<file path="src/rtl/usb_sup_pkg.sv">
package usb_sup_pkg;
    localparam int NEV = 3;
    localparam int EV_DET = 0;
    localparam int EV_REM = 1;
    localparam int EV_RDY = 2;

    typedef enum logic [1:0] {
        ST_NOBUS   = 2'd0,
        ST_BUSIDLE = 2'd1,
        ST_SETTLE  = 2'd2,
        ST_READY   = 2'd3
    } sup_state_e;
endpackage

</file>
<file path="src/rtl/usb_vbus_hyst.sv">
module usb_vbus_hyst #(
    parameter int VW      = 8,
    parameter int RISE_TH = 80,
    parameter int FALL_TH = 72
) (
    input  logic          clk,
    input  logic          rst_n,
    input  logic [VW-1:0] lvl,
    output logic          det,
    output logic          rise,
    output logic          fall
);
    localparam logic [VW-1:0] RISE_L = VW'(RISE_TH);
    localparam logic [VW-1:0] FALL_L = VW'(FALL_TH);

    logic det_q;
    logic det_d;

    always_ff @(posedge clk) begin
        if (!rst_n) begin
            det_q <= 1'b0;
            det_d <= 1'b0;
        end else begin
            det_d <= det_q;
            if (!det_q && lvl >= RISE_L) begin
                det_q <= 1'b1;
            end else if (det_q && lvl < FALL_L) begin
                det_q <= 1'b0;
            end
        end
    end

    assign det  = det_q;
    assign rise = det_q && !det_d;
    assign fall = !det_q && det_d;

    // a level below the rising threshold cannot raise detection
    p_no_early_rise_r1: assert property (@(posedge clk) disable iff (!rst_n)
        (!det_q && lvl < RISE_L) |=> !det_q);

    // inside the band a present supply is held
    p_hyst_hold_r2: assert property (@(posedge clk) disable iff (!rst_n)
        (det_q && lvl >= FALL_L) |=> det_q);
endmodule

</file>
<file path="src/rtl/usb_settle_timer.sv">
module usb_settle_timer #(
    parameter int SETTLE_US = 1000
) (
    input  logic clk,
    input  logic rst_n,
    input  logic run,
    input  logic tick,
    output logic done
);
    localparam int CW = $clog2(SETTLE_US + 1);
    localparam logic [CW-1:0] LAST = CW'(SETTLE_US - 1);

    logic [CW-1:0] cnt;

    assign done = run && tick && (cnt == LAST);

    always_ff @(posedge clk) begin
        if (!rst_n) begin
            cnt <= '0;
        end else if (!run || done) begin
            cnt <= '0;
        end else if (tick) begin
            cnt <= cnt + 1'b1;
        end
    end

    // the count never passes the settling limit
    p_cnt_bound_r4: assert property (@(posedge clk) disable iff (!rst_n)
        cnt <= LAST);

    // without a tick the count holds while running
    p_cnt_hold_r4: assert property (@(posedge clk) disable iff (!rst_n)
        (run && !tick) |=> (cnt == $past(cnt)) || !$past(run));
endmodule

</file>
<file path="src/rtl/usb_evt_flags.sv">
module usb_evt_flags #(
    parameter int N = usb_sup_pkg::NEV
) (
    input  logic         clk,
    input  logic         rst_n,
    input  logic [N-1:0] set,
    input  logic [N-1:0] clr,
    output logic [N-1:0] flags
);
    for (genvar i = 0; i < N; i++) begin : g_flag
        always_ff @(posedge clk) begin
            if (!rst_n) begin
                flags[i] <= 1'b0;
            end else if (set[i]) begin
                flags[i] <= 1'b1;
            end else if (clr[i]) begin
                flags[i] <= 1'b0;
            end
        end

        // a pending flag survives any cycle without its clear
        p_flag_sticky_r7: assert property (@(posedge clk) disable iff (!rst_n)
            (flags[i] && !clr[i]) |=> flags[i]);

        // a set in the same cycle as a clear wins
        p_set_wins_r7: assert property (@(posedge clk) disable iff (!rst_n)
            set[i] |=> flags[i]);
    end
endmodule

</file>
<file path="src/rtl/usb_supply_seq.sv">
module usb_supply_seq
    import usb_sup_pkg::*;
#(
    parameter int VW        = 8,
    parameter int RISE_TH   = 80,
    parameter int FALL_TH   = 72,
    parameter int SETTLE_US = 1000
) (
    input  logic          clk,
    input  logic          rst_n,
    input  logic [VW-1:0] vbus_lvl,
    input  logic          usb_en,
    input  logic          sys_off,
    input  logic          us_tick,
    input  logic [2:0]    evt_clr,
    input  logic [2:0]    irq_en,
    input  logic          wake_clr,
    output logic [2:0]    evt_flags,
    output logic [1:0]    status,
    output logic          reg_en,
    output logic          wake_req,
    output logic          wake_reason,
    output logic          irq
);
    sup_state_e state, state_nx;
    logic det, det_rise, det_fall;
    logic settle_done;
    logic rdy, rdy_d;
    logic run;
    logic [NEV-1:0] ev_set;

    usb_vbus_hyst #(
        .VW(VW), .RISE_TH(RISE_TH), .FALL_TH(FALL_TH)
    ) i_hyst (
        .clk(clk), .rst_n(rst_n), .lvl(vbus_lvl),
        .det(det), .rise(det_rise), .fall(det_fall)
    );

    usb_settle_timer #(
        .SETTLE_US(SETTLE_US)
    ) i_timer (
        .clk(clk), .rst_n(rst_n), .run(run), .tick(us_tick), .done(settle_done)
    );

    // state register
    always_ff @(posedge clk) begin
        if (!rst_n) begin
            state <= ST_NOBUS;
        end else begin
            state <= state_nx;
        end
    end

    // transitions
    always_comb begin
        state_nx = state;
        unique case (state)
            ST_NOBUS: begin
                if (det) state_nx = usb_en ? ST_SETTLE : ST_BUSIDLE;
            end
            ST_BUSIDLE: begin
                if (!det)       state_nx = ST_NOBUS;
                else if (usb_en) state_nx = ST_SETTLE;
            end
            ST_SETTLE: begin
                if (!det)            state_nx = ST_NOBUS;
                else if (!usb_en)    state_nx = ST_BUSIDLE;
                else if (settle_done) state_nx = ST_READY;
            end
            ST_READY: begin
                if (!det)         state_nx = ST_NOBUS;
                else if (!usb_en) state_nx = ST_BUSIDLE;
            end
            default: state_nx = ST_NOBUS;
        endcase
    end

    // state-decoded outputs
    always_comb begin
        run    = 1'b0;
        reg_en = 1'b0;
        rdy    = 1'b0;
        unique case (state)
            ST_NOBUS, ST_BUSIDLE: ;
            ST_SETTLE: begin
                run    = 1'b1;
                reg_en = 1'b1;
            end
            ST_READY: begin
                reg_en = 1'b1;
                rdy    = 1'b1;
            end
            default: ;
        endcase
    end

    always_ff @(posedge clk) begin
        if (!rst_n) begin
            rdy_d       <= 1'b0;
            wake_req    <= 1'b0;
            wake_reason <= 1'b0;
        end else begin
            rdy_d    <= rdy;
            wake_req <= det_rise && sys_off;
            if (det_rise && sys_off) begin
                wake_reason <= 1'b1;
            end else if (wake_clr) begin
                wake_reason <= 1'b0;
            end
        end
    end

    assign ev_set[EV_DET] = det_rise;
    assign ev_set[EV_REM] = det_fall;
    assign ev_set[EV_RDY] = rdy && !rdy_d;

    usb_evt_flags #(.N(NEV)) i_flags (
        .clk(clk), .rst_n(rst_n), .set(ev_set), .clr(evt_clr), .flags(evt_flags)
    );

    assign status = {rdy, det};
    assign irq    = |(evt_flags & irq_en);

    // losing the peripheral enable removes the regulator enable next edge
    p_regen_needs_en_r3: assert property (@(posedge clk) disable iff (!rst_n)
        (reg_en && !usb_en) |=> !reg_en);

    // losing the supply removes the regulator enable next edge
    p_regen_needs_bus_r3: assert property (@(posedge clk) disable iff (!rst_n)
        (reg_en && !status[0]) |=> !reg_en);

    // readiness only appears after the regulator was already on
    p_ready_after_regen_r4: assert property (@(posedge clk) disable iff (!rst_n)
        $rose(status[1]) |-> $past(reg_en));

    // a wake reason is only recorded while the system was off
    p_wake_only_off_r9: assert property (@(posedge clk) disable iff (!rst_n)
        $rose(wake_reason) |-> $past(sys_off));

    // the wake request lasts a single cycle
    p_wake_pulse_r9: assert property (@(posedge clk) disable iff (!rst_n)
        wake_req |=> !wake_req);
endmodule

</file>
<file path="config.mk">
export PLATFORM = sky130hd
export DESIGN_NAME = usb_supply_seq
export DESIGN_NICKNAME = d
export VERILOG_FILES = /design/src/rtl/usb_sup_pkg.sv /design/src/rtl/usb_vbus_hyst.sv /design/src/rtl/usb_settle_timer.sv /design/src/rtl/usb_evt_flags.sv /design/src/rtl/usb_supply_seq.sv
export SDC_FILE = /design/constraint.sdc
export NUM_CORES = 1
export LEC_CHECK = 0
export ABC_CLOCK_PERIOD_IN_PS = 1400
export BUFFER_PORTS_ARGS = -buffer_cell sky130_fd_sc_hd__buf_2
export CORE_UTILIZATION = 38
export CTS_CLUSTER_DIAMETER = 120
export DETAILED_ROUTE_END_ITERATION = 7
export PLACE_DENSITY = 0.63
export SETUP_SLACK_MARGIN = 0.15
export SYNTH_ARGS = -nofsm -noshare
export SYNTH_HDL_FRONTEND = slang
export SYNTH_SLANG_ARGS = --single-unit
</file>
<file path="constraint.sdc">
create_clock -name clk -period 1.4 [get_ports clk]
set_input_delay 0.21 -clock clk [delete_from_list [all_inputs] [get_ports clk]]
set_output_delay 0.21 -clock clk [all_outputs]
set_load 0.05 [all_outputs]
</file>
==> results.ini <==
[status]
outcome=finished, violations left
violations=setup timing

[route]
final_antenna_net_count=0
dr.pass1.iters=4
drt-vias-per-instance=4.84
drc=0
vias=809
wl_um=1850
drt_iter0_markers=16
wl_per_cell_um=11.1

[synthesis]
synth_top_area_frac=0.448
synth_edf_count=0
avgSynthCellArea_um2=9.13
ys_ff_latch=20
synth_top_cell_by_area=dfxtp_1
synthesis.nets=119
netlist_top_cells_area=dfxtp_1, nor2_2, xnor2_1, nand2_1, inv_1
ys_warn_count=0
synthArstFlopShare=0
netlist_area_um2=895
synth.distinct_cells=31
yosys_most_used_dff=dfxtp_1
synthCells=98
ys_seq_area_frac=0.448

[clock_tree]
cts.sinks=20
htree_levels=1
cts.clk_slew.worst_paths_ns=0.12
clk_latency_ns=0.31
postCtsHoldBufs=0
cts_buffers=3
cts-root-buf=clkbuf_4
cts_tree=done
cts.path.max_buffers=2

[pwr]
p_int_uw=917
power.total_uw=1190
combPwrFrac=0.099
seqPwrFrac=0.497
powerDensity_mw_per_mm2=946
peakVddDrop_mv=0.603
p_switching_uw=273
sw_frac_of_total=0.230
leakagePower_uw=0.000550
power_frac_clock=0.405

[grt]
grt_pass1_vias=793
grt_pass1_wl_um=3070
grt_max_degree=13
antenna_found_initial=0
grt_use_total=0.161
grt-ovfl-total=0

[placement]
post-place-ws_ns=-0.0568
io_buffers=25
place.gp.congestion=0.852
hpwlAfterDp_um=1390

[sta]
rsz0062_at_grt=true
clock_skew_ns=0.00701
finalCritPeriodShare=1.01
hold_viol_final=0
finalMaxSlewViolations=0
maxSlewHeadroom=0.829
hold_slack_ns=0.0715
max_freq_mhz=706
setup-tns-final_ns=-0.0200
layout_min_cycle_time_ns=1.42
setup_viol_count_final=3
timing.final.ws_setup_ns=-0.0161
worstMarginPinSlew_ns=0.249

[final_layout]
layout-drive-gt1-share=0.496
n_fill_cell=209
regArea_um2=413
area_delta_synth_final_pct=40.7
nets=161
mostFrequentLayoutCells=buf_2, buf_4, dfxtp_1, nand2_1, nor2_2
finish.utilization=0.569
antennaDiodeCount=0
final_common_cell=buf_2
multi_input_area_um2=457

[floorplan]
start_util=0.404
fp.dieArea_mm2=0.00255
row_count=17
die_h_um=50.5
ios=29
core_area_mm2=0.00221
die_w_um=50.5

[worst_setup_path]
start_kind=flip-flop
crit_required_ns=1.66
crit_path_end_kind=flip-flop
path_class=reg -> reg
path_max_fanout=6
cp.arrival_ns=1.68

[min_path]
hold_class=in -> reg

[job]
cap_violations=0

-- area by class of cell --
class                   count  area share
flip-flops and latches     20       0.328
inverters                   7      0.0209
repair buffers             42       0.219
well taps                  28      0.0278
clock inverters             1      0.0239
multi-input cells          66       0.363
clock buffers               3      0.0179
-- power by group through the flow --
stage | Combinational (uW) | Sequential, uW | Clock, uW
after floorplan | 54.4 | 623 | 0
after global placement | 109 | 604 | 0
after detailed placement | 111 | 604 | 0
after CTS | 117 | 592 | 490
after global routing | 126 | 594 | 508
final | 117 | 591 | 481
-- synthesized netlist by cell type, types with 2 or more instances --
| cell type | number |
|---|---|
| nor2b_1 | 2 |
| o22ai_1 | 2 |
| xor2_1 | 3 |
| and4_4 | 2 |
| nor3b_1 | 2 |
| xnor2_1 | 5 |
| and3_1 | 3 |
| nand4_1 | 4 |
| a21oi_1 | 2 |
| dfxtp_1 | 20 |
| nor2_1 | 5 |
| nor2_2 | 9 |
| inv_1 | 7 |
| nand2_1 | 8 |
| buf_6 | 2 |
| buf_4 | 2 |
| and2_1 | 3 |
| nand3_1 | 4 |
-- metal layers --
layer	global-route usage	routed length [um]
met5	0	0
met4	0.0972	31
met3	0.0364	44
met2	0.264	936
met1	0.188	835
-- what timing repair did --
item	CTS	global route
endpoints found under the hold margin	0	0
cloned	0	0
setup buffers	2	1
resized for setup	7	7
setup endpoints to repair	12	14
pin swaps	1	0
-- logic make-up (layout without fill, tap and decap cells) --
family,count (synthesis),after routing,synth area share
fa+ha+maj,1,1,0.0140
mux,1,1,0.0112
simple gates,46,46,0.295
flops,20,20,0.448
xor+xnor,8,8,0.0783
buf+inv,12,53,0.0755
compound gates,10,10,0.0783
-- metrics by stage --
step	instances	instance area [um2]
floorplan	98	916
global placement	160	1140
detailed placement	160	1140
CTS	166	1230
global route	167	1260
finish	167	1260
-- registers in the layout, indices dropped and copies added, names as in the netlist --
name,flops
wake_req,1
i_flags.flags,3
i_hyst.det,1
i_timer.cnt,10
i_hyst.det_d,1
wake_reason,1
rdy_d,1
state,2
-- critical path, stage by stage (launching register included) --
cell	delay, ns
dfxtp_2	0.35
ha_4	0.16
and2_4	0.15
and4_4	0.14
or3_4	0.34
buf_6	0.15
nor2_2	0.08
-- worst paths after layout --
kind / cells after the start / slack (ns) / endpoint / start
setup / recovery: 6 / -0.02 / i_timer.cnt[8] / i_timer.cnt[1]
setup reg to reg: 6 / -0.02 / i_timer.cnt[8] / i_timer.cnt[1]
hold / removal: 2 / 0.07 / state[0] / usb_en
hold reg to reg: 2 / 0.50 / i_flags.flags[0] / i_flags.flags[0]
No activity file was read; power rests on OpenSTA's default activity.
